==> src/rtl/avs_pkg.sv <==
`timescale 1ns/1ps
package avs_pkg;
  parameter int ON_W  = 4;
  parameter int OFF_W = 5;
  parameter int PH1_W = 3;
  parameter int CFG_W = 32;

  localparam int CNT_W = OFF_W;
  localparam int CNT_MAX = (1 << CNT_W) - 1;

  localparam int POS_ON     = 0;
  localparam int POS_PH1_ON = 4;
  localparam int POS_DLY    = 7;
  localparam int POS_RD     = 8;
  localparam int POS_WR     = 16;
  localparam int POS_PH1_RD = 24;
  localparam int POS_PH1_WR = 28;

  localparam int DEF_ON     = 4;
  localparam int DEF_PH1_ON = 1;
  localparam int DEF_DLY    = 0;
  localparam int DEF_RD     = 5;
  localparam int DEF_WR     = 6;
  localparam int DEF_PH1_RD = 2;
  localparam int DEF_PH1_WR = 2;

  typedef struct packed {
    logic [PH1_W-1:0] ph1_wr_off;
    logic [PH1_W-1:0] ph1_rd_off;
    logic [OFF_W-1:0] wr_off;
    logic [OFF_W-1:0] rd_off;
    logic             half_dly;
    logic [PH1_W-1:0] ph1_on;
    logic [ON_W-1:0]  on;
  } avs_cfg_t;
endpackage

==> src/rtl/avs_cfg_reg.sv <==
`timescale 1ns/1ps
module avs_cfg_reg
  import avs_pkg::*;
#(
  parameter int RST_ON     = DEF_ON,
  parameter int RST_PH1_ON = DEF_PH1_ON,
  parameter int RST_DLY    = DEF_DLY,
  parameter int RST_RD     = DEF_RD,
  parameter int RST_WR     = DEF_WR,
  parameter int RST_PH1_RD = DEF_PH1_RD,
  parameter int RST_PH1_WR = DEF_PH1_WR
) (
  input  logic             clk,
  input  logic             rst,
  input  logic             wr_en,
  input  logic [CFG_W-1:0] wr_data,
  output logic [CFG_W-1:0] rd_data,
  output avs_cfg_t         cfg
);
  always_ff @(posedge clk) begin
    if (rst) begin
      cfg.on         <= ON_W'(RST_ON);
      cfg.ph1_on     <= PH1_W'(RST_PH1_ON);
      cfg.half_dly   <= 1'(RST_DLY);
      cfg.rd_off     <= OFF_W'(RST_RD);
      cfg.wr_off     <= OFF_W'(RST_WR);
      cfg.ph1_rd_off <= PH1_W'(RST_PH1_RD);
      cfg.ph1_wr_off <= PH1_W'(RST_PH1_WR);
    end else if (wr_en) begin
      cfg.on         <= wr_data[POS_ON     +: ON_W];
      cfg.ph1_on     <= wr_data[POS_PH1_ON +: PH1_W];
      cfg.half_dly   <= wr_data[POS_DLY];
      cfg.rd_off     <= wr_data[POS_RD     +: OFF_W];
      cfg.wr_off     <= wr_data[POS_WR     +: OFF_W];
      cfg.ph1_rd_off <= wr_data[POS_PH1_RD +: PH1_W];
      cfg.ph1_wr_off <= wr_data[POS_PH1_WR +: PH1_W];
    end
  end

  always_comb begin
    rd_data = '0;
    rd_data[POS_ON     +: ON_W]  = cfg.on;
    rd_data[POS_PH1_ON +: PH1_W] = cfg.ph1_on;
    rd_data[POS_DLY]             = cfg.half_dly;
    rd_data[POS_RD     +: OFF_W] = cfg.rd_off;
    rd_data[POS_WR     +: OFF_W] = cfg.wr_off;
    rd_data[POS_PH1_RD +: PH1_W] = cfg.ph1_rd_off;
    rd_data[POS_PH1_WR +: PH1_W] = cfg.ph1_wr_off;
  end
endmodule

==> src/rtl/avs_timing_sel.sv <==
`timescale 1ns/1ps
module avs_timing_sel
  import avs_pkg::*;
(
  input  avs_cfg_t         cfg,
  input  logic             is_write,
  input  logic             aad_mode,
  output logic [CNT_W-1:0] on_sel,
  output logic [CNT_W-1:0] off_sel
);
  always_comb begin
    if (aad_mode) begin
      on_sel  = CNT_W'(cfg.ph1_on);
      off_sel = is_write ? CNT_W'(cfg.ph1_wr_off) : CNT_W'(cfg.ph1_rd_off);
    end else begin
      on_sel  = CNT_W'(cfg.on);
      off_sel = is_write ? CNT_W'(cfg.wr_off) : CNT_W'(cfg.rd_off);
    end
  end
endmodule

==> src/rtl/avs_timer.sv <==
`timescale 1ns/1ps
module avs_timer
  import avs_pkg::*;
(
  input  logic             clk,
  input  logic             rst,
  input  logic             start,
  input  logic [CNT_W-1:0] on_sel,
  input  logic [CNT_W-1:0] off_sel,
  input  logic             dly_sel,
  output logic [CNT_W-1:0] cnt,
  output logic [CNT_W-1:0] on_q,
  output logic [CNT_W-1:0] off_q,
  output logic             dly_q,
  output logic             adv_q
);
  logic [CNT_W-1:0] cnt_nxt, on_nxt, off_nxt;

  always_comb begin
    if (start) begin
      cnt_nxt = '0;
      on_nxt  = on_sel;
      off_nxt = off_sel;
    end else begin
      cnt_nxt = (cnt == CNT_W'(CNT_MAX)) ? cnt : cnt + 1'b1;
      on_nxt  = on_q;
      off_nxt = off_q;
    end
  end

  always_ff @(posedge clk) begin
    if (rst) begin
      cnt   <= CNT_W'(CNT_MAX);
      on_q  <= '0;
      off_q <= '0;
      dly_q <= 1'b0;
      adv_q <= 1'b1;
    end else begin
      cnt   <= cnt_nxt;
      on_q  <= on_nxt;
      off_q <= off_nxt;
      if (start) dly_q <= dly_sel;
      adv_q <= !((cnt_nxt >= on_nxt) && (cnt_nxt < off_nxt));
    end
  end
endmodule

==> src/rtl/avs_half_delay.sv <==
`timescale 1ns/1ps
module avs_half_delay (
  input  logic clk,
  input  logic rst,
  input  logic din,
  input  logic use_dly,
  output logic din_neg,
  output logic dout
);
  always_ff @(negedge clk) begin
    if (rst) din_neg <= 1'b1;
    else     din_neg <= din;
  end

  assign dout = use_dly ? din_neg : din;
endmodule

==> src/rtl/avs_strobe_gen.sv <==
`timescale 1ns/1ps
module avs_strobe_gen
  import avs_pkg::*;
#(
  parameter int RST_ON     = DEF_ON,
  parameter int RST_PH1_ON = DEF_PH1_ON,
  parameter int RST_DLY    = DEF_DLY,
  parameter int RST_RD     = DEF_RD,
  parameter int RST_WR     = DEF_WR,
  parameter int RST_PH1_RD = DEF_PH1_RD,
  parameter int RST_PH1_WR = DEF_PH1_WR
) (
  input  logic             clk,
  input  logic             rst,
  input  logic             acc_start,
  input  logic             acc_is_write,
  input  logic             aad_mode_en,
  input  logic             cfg_wr_en,
  input  logic [CFG_W-1:0] cfg_wr_data,
  output logic [CFG_W-1:0] cfg_rd_data,
  output logic             adv_n
);
  localparam logic [CFG_W-1:0] RST_WORD =
      (CFG_W'(RST_ON)     << POS_ON)     | (CFG_W'(RST_PH1_ON) << POS_PH1_ON) |
      (CFG_W'(RST_DLY)    << POS_DLY)    | (CFG_W'(RST_RD)     << POS_RD)     |
      (CFG_W'(RST_WR)     << POS_WR)     | (CFG_W'(RST_PH1_RD) << POS_PH1_RD) |
      (CFG_W'(RST_PH1_WR) << POS_PH1_WR);

  avs_cfg_t         cfg;
  logic [CNT_W-1:0] on_sel, off_sel;
  logic [CNT_W-1:0] cnt_w, on_w, off_w;
  logic             dly_w, adv_reg_w, adv_neg_w;

  avs_cfg_reg #(
    .RST_ON(RST_ON), .RST_PH1_ON(RST_PH1_ON), .RST_DLY(RST_DLY),
    .RST_RD(RST_RD), .RST_WR(RST_WR),
    .RST_PH1_RD(RST_PH1_RD), .RST_PH1_WR(RST_PH1_WR)
  ) u_cfg (
    .clk(clk), .rst(rst), .wr_en(cfg_wr_en), .wr_data(cfg_wr_data),
    .rd_data(cfg_rd_data), .cfg(cfg)
  );

  avs_timing_sel u_sel (
    .cfg(cfg), .is_write(acc_is_write), .aad_mode(aad_mode_en),
    .on_sel(on_sel), .off_sel(off_sel)
  );

  avs_timer u_tmr (
    .clk(clk), .rst(rst), .start(acc_start),
    .on_sel(on_sel), .off_sel(off_sel), .dly_sel(cfg.half_dly),
    .cnt(cnt_w), .on_q(on_w), .off_q(off_w), .dly_q(dly_w), .adv_q(adv_reg_w)
  );

  avs_half_delay u_hd (
    .clk(clk), .rst(rst), .din(adv_reg_w), .use_dly(dly_w),
    .din_neg(adv_neg_w), .dout(adv_n)
  );
endmodule

==> config.mk <==
export PLATFORM = sky130hd
export DESIGN_NAME = avs_strobe_gen
export DESIGN_NICKNAME = d
export VERILOG_FILES = /design/src/rtl/avs_pkg.sv /design/src/rtl/avs_cfg_reg.sv /design/src/rtl/avs_timing_sel.sv /design/src/rtl/avs_timer.sv /design/src/rtl/avs_half_delay.sv /design/src/rtl/avs_strobe_gen.sv
export SDC_FILE = /design/constraint.sdc
export NUM_CORES = 1
export LEC_CHECK = 0
export CAP_MARGIN = 20
export CORE_MARGIN = 2
export CORE_UTILIZATION = 40
export DETAILED_ROUTE_END_ITERATION = 16
export GPL_ROUTABILITY_DRIVEN = 0
export PLACE_DENSITY = 0.73
export RECOVER_POWER = 25
export SYNTH_ARGS = -nofsm -noshare
export SYNTH_HDL_FRONTEND = slang
export SYNTH_SLANG_ARGS = --single-unit
==> constraint.sdc <==
create_clock -name clk -period 3.43 [get_ports clk]
set_clock_uncertainty 0.2 [all_clocks]
set_input_delay 0.686 -clock clk [delete_from_list [all_inputs] [get_ports clk]]
set_output_delay 0.686 -clock clk [all_outputs]
set_load 0.005 [all_outputs]
# ---- Word-level counts from Yosys, hierarchy flattened
# Index checks and enable logic that the tools add are counted.
dict set report op_classes {
  reduce_logical 2
  shifts 0
  add_sub_neg 1
  n_eq_ne 1
  magnitude_cmp 2
  mul 0
  div 0
  bitwise_logic 0
  n_mux 9
}
# operator n
set op_table {}
lappend op_table {{$mux W5} 6}
lappend op_table {{$add A5 B1 Y5 const B} 1}
lappend op_table {{$eq A5 B5 Y1 const B} 1}
lappend op_table {{$ge A5 B5 Y1} 1}
lappend op_table {{$lt A5 B5 Y1} 1}
lappend op_table {{$mux W4} 1}
lappend op_table {{$mux W3} 1}
lappend op_table {{$logic_and A1 B1 Y1} 1}
lappend op_table {{$logic_not A1 Y1} 1}
lappend op_table {{$mux W1} 1}
dict set report word_totals {
  rom_bits 0
  output_inout_bits 33
  latchBits 0
  n_memories 0
  mem_bits_rw 0
  register_bits 42
}

# ---- Longest topological paths before layout
# Gate-level depths: netlist (run 1).
dict set report logic_depth {
  ltp_word 6
  ltp_mapped 9
  ltp_nobuf 9
}

# ---- By module
# A second synthesis (run 1) with hierarchy kept.
dict set report unflattened {
  hier_cells 211
  hier_area_um2 2179.6
}
# mod cells_each area_per_inst_um2 seq_area_each_um2 instances
set modules_own_cells {}
lappend modules_own_cells {avs_cfg_reg 110 1126.1 480.5 1}
lappend modules_own_cells {avs_timer 82 845.8 340.3 1}
lappend modules_own_cells {avs_timing_sel 15 162.7 0.0 1}
lappend modules_own_cells {avs_half_delay 4 45.0 20.0 1}

==> results of run 1 <==
[stage by stage]
step	setup slack (ns)	instance area [µm²]	hold WS, ns	instances
2_1_floorplan	0.265	1940	0.231	198
3_3_place_gp	-0.135	2470	0.245	293
3_5_place_dp	-0.131	2470	0.252	293
4_1_cts	-0.177	2570	0.263	301
5_1_grt	-0.201	2570	0.302	301
6_report	-0.163	2570	0.259	301
[power by group through the flow]
| stage | Combinational (mW) | Sequential [mW] | Clock (mW) |
|---|---|---|---|
| 6_report | 0.230 | 0.542 | 0.340 |
| 2_1_floorplan | 0.135 | 0.550 | 0.00365 |
| 3_3_place_gp | 0.223 | 0.552 | 0.00365 |
| 4_1_cts | 0.230 | 0.542 | 0.355 |
| 3_5_place_dp | 0.230 | 0.553 | 0.00365 |
| 5_1_grt | 0.258 | 0.546 | 0.370 |
[metal layers]
layer	vias up	GRT usage, %	part of all wire (%)
met5	-	0	0
met4	0	6.17	0.98
met3	5	5.39	5.5
met2	46	25.0	50
met1	676	19.7	44
li1	749	-	-
[cells by family (layout without fill, tap and decap cells)]
family                   Yosys count  in the layout  synth area share [%]
AND/OR/NAND/NOR                   59             59                  14.1
flip-flops                        42             42                  44.0
multiplexers                      30             30                  18.1
AO/OA/AOI/OAI                     25             25                  8.96
buffers and inverters             21             70                  6.74
adder cells (fa/ha/maj)           10             10                  6.54
XOR/XNOR                           3              3                  1.37
other                              1              8                 0.196
[cell usage after synthesis]
cell       count
mux2i_1       26
conb_1         1
dfxtp_1       42
a211o_1        8
nor2b_1        9
nand3_1        1
a2111oi_0      1
o211ai_2       1
xor2_1         2
xnor2_1        1
mux4_1         2
nand4_1        2
a21o_1         1
a21oi_1       11
nor3_1         2
nand2_1        5
a31oi_1        2
mux4_2         1
buf_2          4
inv_1          2
o21ai_0        1
buf_6          1
nor2_1        33
or2_2          5
buf_4         10
mux2_2         1
ha_1          10
nand2b_1       2
clkbuf_1       4
[state kept, by name, indices dropped and copies added (netlist names)]
| register | flops |
|---|---|
| u_tmr.on_q | 5 |
| u_tmr.dly_q | 1 |
| u_tmr.adv_q | 1 |
| u_cfg.cfg | 24 |
| u_tmr.off_q | 5 |
| u_tmr.cnt | 5 |
| u_hd.din_neg | 1 |
[cell type report]
type / count / area share [%]
multi-input combinational: 135 / 37.9
sequential: 42 / 32.7
timing repair buffer: 60 / 22.6
clock buffer: 7 / 3.75
tap: 54 / 2.63
clock inverter: 2 / 0.292
inverter: 1 / 0.146
[worst max-delay path, cell delays in order (launching register included)]
cell     delay, ns
dfxtp_1       0.28
mux2_4        0.25
buf_6         0.11
[timing repair]
item,in CTS,in global routing
pin swaps,0,0
resized for setup,4,2
endpoints found under the setup margin,1,1
endpoints found under the hold margin,0,0
[worst max-delay path by stage]
stage | startpoint | to | slack, ns | depth (start not counted)
floorplan | rst | u_hd.din_neg | 0.27 | 2
global placement | u_hd.din_neg | adv_n | -0.13 | 2
detailed placement | u_hd.din_neg | adv_n | -0.13 | 2
CTS | u_hd.din_neg | adv_n | -0.18 | 2
global route | u_hd.din_neg | adv_n | -0.20 | 2
finish | u_hd.din_neg | adv_n | -0.16 | 2
==> flow_summary_export.csv, run 1 <==
group,metric,value,unit
power_and_ir_drop,pwr-share-comb,20.7,%
cts,cts_tree,"built",
critical_path,r2r_end,"u_tmr.adv_q",
critical_path,ff2ff_path_depth,8,
route,viasPerCell,4.90,
finish,multi_input_area,973,µm²
finish,final_common_cell,"clkdlybuf4s50_1",
grt,grt_pass1_wl,6330,µm
placed_design,port_buffers,54,
critical_path,cp_data_required_time,2.54,ns
grt,track_usage,15.8,%
sta,final_hold_viol_count,0,
floorplanning,initial_core_util,41.0,%
finish,seq_area,841,µm²
sta,finalSetupTns,-0.163,ns
power_and_ir_drop,peakVddDrop,0.281,mV
critical_path,worst_setup_path_end_kind,"primary output",
floorplanning,rows,25,
synthesis,syn_inst,191,
cts,cts_sinks,42,
power_and_ir_drop,total_power,1.11,mW
floorplanning,die-area,5350,µm²
grt,antenna_found_initial,0,
floorplanning,die_h,73.2,µm
finish,final_util,55.1,%
worst_hold_path,hold_depth,2,
synthesis,seq_area_frac_synth,44.0,%
power_and_ir_drop,pwr_density_cell,433,nW/µm²
finish,antenna_cells,0,
synthesis,avgSynthCellArea,10.0,µm²
cts,cts_buffer_depth,2,
floorplanning,core,4660,µm²
cts,cts_setup_buffers,0,
route,dr.pass1.iters,5,
critical_path,path_class,"flop to primary output",
synthesis,ys_seq_elements,42,
route,ant_nets,0,
power_and_ir_drop,switching_power,0.275,mW
placed_design,hpwl,2850,µm
critical_path,cp_max_fo,1,
grt,grt_pass1_vias,1318,
run_status,failed_checks,"capacitance limit, slew limit, setup timing",
cts,cts_buffers,5,
sta,final_max_slew_viol_count,33,
route,drt-total-wl,3900,µm
sta,rsz0062_at_grt,"yes",
sta,setup_viol,1,
finish,drive_above_1_share,8.10,%
route,routed-via-count,1476,
cts,cts-root-buf,"clkbuf_8",
critical_path,rrSetupSlack,0.83,ns
finish,nets,294,
synthesis,yosysTopAreaCell,"dfxtp_1",
finish,area_growth,34.3,%
cts,htree_levels,2,
synthesis,ys_top_cells_by_area,"dfxtp_1 (44%), mux2i_1 (14%), ha_1 (6.5%), nor2_1 (6.5%), buf_4 (3.9%)",
cts,clkLatencyLatePin,0.29,ns
floorplanning,io_pins,71,
synthesis,synth_area,1910,µm²
worst_hold_path,hold_class,"flop to flop",
finish,fillers,424,
power_and_ir_drop,internal_power,0.837,mW
sta,fin_ws,-0.163,ns
synthesis,yosys_warnings,0,
worst_hold_path,min_to,"u_tmr.on_q[4]",
critical_path,worstPathArrival,2.71,ns
grt,grt_max_degree,42,
synthesis,ys_types,29,
critical_path,cp-start-kind,"flop",
power_and_ir_drop,p_clk_share,30.6,%
power_and_ir_drop,leakagePower,1.11,nW
worst_hold_path,min_from,"u_tmr.on_q[4]",
route,remaining_drc_errors,0,
run,cap_violations,1,
power_and_ir_drop,swShare,24.7,%
run_status,run_status,"finished with violations",
floorplanning,die_x,73.2,µm
cts,holdBufCountCts,0,
power_and_ir_drop,seq_power_share,48.7,%
finish,layout_common_cells,"clkdlybuf4s50_1 (51), dfxtp_1 (42), nor2_1 (33), mux2i_1 (26), a21oi_1 (11)",
cts,clkTransAtPathRegs,0.07,ns
route,wl_per_cell,12.9,µm
sta,worstMarginPinSlew,1.79,ns
synthesis,synth_top_area_share,44.0,%
route,drt_first_iter_violations,85,
sta,slew_headroom,-19.5,%
critical_path,r2r-start,"u_tmr.cnt[0]",
grt,overflow,0,
Power figures use the tool's default switching activity.
==> inputs of run 2 (changes only) <==
- HOLD_SLACK_MARGIN: default -> 0.12
==> results of run 2 <==
The final DEF is identical to that of run 1; final timing and power are the same.
==> inputs of run 3 (changes only) <==
- CORE_MARGIN: 2 -> 1
- SLEW_MARGIN: default -> 20
==> run 3 against run 2 <==
- utilization grew 1.8 points
- cell count fell by 1.0%
- setup slack worse by 0.013 ns
- critical path type unchanged
- die area shrank 5.4%
- first-iteration DRC count shrank 42%
- the flow finishes with violations (setup timing)
- highest routed layer unchanged
- global-route usage is 0.97 points higher
- flip-flop and latch count is the same
- sequential power about the same
- sequential share of layout area rose by 0.26 points
- clock-buffer cell count up 1
- worst hold slack improved by 0.0092 ns
- cell area is 0.78% lower
==> flow_summary_export.csv, run 3 (synthesis gave the netlist of run 1 again) <==
group,metric,value,unit
finish,largest_register_ff_count,24,
critical_path,ff2ff_path_depth,1,
route,drt_first_iter_violations,49,
route,ant_nets,0,
critical_path,cp-start-kind,"flop",
floorplanning,initial_core_util,42.8,%
worst_hold_path,hold_class,"flop to flop",
route,viasPerCell,4.93,
finish,drive_above_1_share,7.32,%
finish,area_growth,33.2,%
critical_path,crit_path_max_incr_delay,0.29,ns
cts,cts_sinks,42,
cts,cts_buffers,5,
worst_hold_path,min_from,"u_tmr.on_q[4]",
grt,grt_pass1_vias,1420,
cts,clkTransAtPathRegs,0.07,ns
floorplanning,io_pins,71,
cts,cts_tree,"built",
cts,cts-root-buf,"clkbuf_8",
placed_design,dp_cells,290,
finish,layout_common_cells,"clkdlybuf4s50_1 (51), dfxtp_1 (42), nor2_1 (33), mux2i_1 (26), a21oi_1 (11)",
route,dr.pass1.iters,10,
critical_path,path_class,"flop to primary output",
sta,setup_viol,1,
critical_path,path_cells,"mux2_4 -> buf_6",
route,wl_per_cell,12.8,µm
run,cap_violations,0,
critical_path,r2r-start,"u_tmr.adv_q",
worst_hold_path,min_to,"u_tmr.on_q[4]",
critical_path,rrSetupSlack,0.86,ns
sta,fin_ws,-0.175,ns
cts,cts_setup_buffers,0,
cts,cts_buffer_depth,2,
grt,grt_pass1_wl,6560,µm
critical_path,cp_max_fo,1,
critical_path,worstPathArrival,2.72,ns
sta,rsz0062_at_grt,"yes",
floorplanning,die_x,71.2,µm
grt,grt_max_degree,42,
finish,final_common_cell,"clkdlybuf4s50_1",
placed_design,hpwl,2770,µm
route,routed-via-count,1469,
finish,stdcell_count,298,
power_and_ir_drop,pwr_density_cell,431,nW/µm²
run_status,run_status,"finished with violations",
run_status,failed_checks,"setup timing",
power_and_ir_drop,peakVddDrop,0.295,mV
sta,final_hold_viol_count,0,
sta,worstMarginPinSlew,0.601,ns
floorplanning,die_h,71.2,µm
power_and_ir_drop,leakagePower,1.10,nW
worst_hold_path,hold_depth,2,
critical_path,r2r_end,"u_hd.din_neg",
floorplanning,rows,24,
route,drt-total-wl,3820,µm
critical_path,cp_data_required_time,2.54,ns
finish,final_util,57.0,%
floorplanning,die-area,5060,µm²
grt,track_usage,16.8,%
placed_design,port_buffers,54,
route,remaining_drc_errors,0,
floorplanning,core,4470,µm²
finish,antenna_cells,0,
critical_path,worst_setup_path_end_kind,"primary output",
finish,regMostFlops,"u_cfg.cfg",
sta,slew_headroom,59.8,%
finish,nets,293,
cts,htree_levels,2,
grt,antenna_found_initial,0,
grt,overflow,0,
critical_path,crit_slowest_cell,"dfxtp_1",
sta,final_max_slew_viol_count,0,
cts,clkLatencyLatePin,0.29,ns
==> run 3: cell count changes in the layout (fill, tap and decap cells not counted), sizes merged <==
cell,change
buf,-1
clkinv,-1
clkbuf,+1
==> run 3: report_power, final <==
| group | total [mW] | switching [mW] | leakage (nW) | internal, mW |
|---|---|---|---|---|
| clock | 0.330 | 0.164 | 0.0508 | 0.166 |
| sequential | 0.542 | 0.0211 | 0.347 | 0.521 |
| combinational | 0.226 | 0.0943 | 0.700 | 0.131 |
| total | 1.10 | 0.280 | 1.10 | 0.818 |
==> run 3: worst max-delay path: cells and delay by family (launching register included) <==
kind	cells	cell delay, ns
mux	1	0.25
buf+inv	1	0.11
flops	1	0.29
==> run 3: layer usage <==
metal  routed length (µm)  track usage (%)
met1                 1830             21.1
met4                   62             7.33
met2                 1700             25.9
met5                    0                0
met3                  223             5.84
==> run 3: worst max-delay path by stage <==
stage | start | to | depth (start not counted)
floorplan | rst | u_hd.din_neg | 2
global placement | u_hd.din_neg | adv_n | 2
detailed placement | u_hd.din_neg | adv_n | 2
CTS | u_hd.din_neg | adv_n | 2
global route | u_hd.din_neg | adv_n | 2
finish | u_hd.din_neg | adv_n | 2
==> run 3: layout make-up <==
class / count / area [µm²]
Clock inverter: 1 / 3.75
Multi-Input combinational cell: 135 / 973
Fill cell: 389 / 1930
Tap cell: 52 / 65.1
Inverter: 1 / 3.75
Timing Repair Buffer: 59 / 572
Clock buffer: 8 / 90.1
Sequential cell: 42 / 841
==> run 3: repair_timing <==
item / 4_1_cts / 5_1_grt
setup endpoints to repair: 1 / 1
pin swaps: 0 / 0
resized for setup: 4 / 2
hold buffers: 0 / 0
==> run 3: stage by stage <==
stage | hold slack (ns) | TNS (ns) | worst slack (ns) | power, mW | area, µm²
floorplan | 0.231 | 0 | 0.265 | 0.689 | 1940
global placement | 0.246 | -0.177 | -0.141 | 0.777 | 2460
detailed placement | 0.252 | -0.160 | -0.138 | 0.783 | 2460
CTS | 0.263 | -0.184 | -0.184 | 1.11 | 2550
global route | 0.286 | -0.225 | -0.225 | 1.16 | 2550
finish | 0.268 | -0.175 | -0.175 | 1.10 | 2550
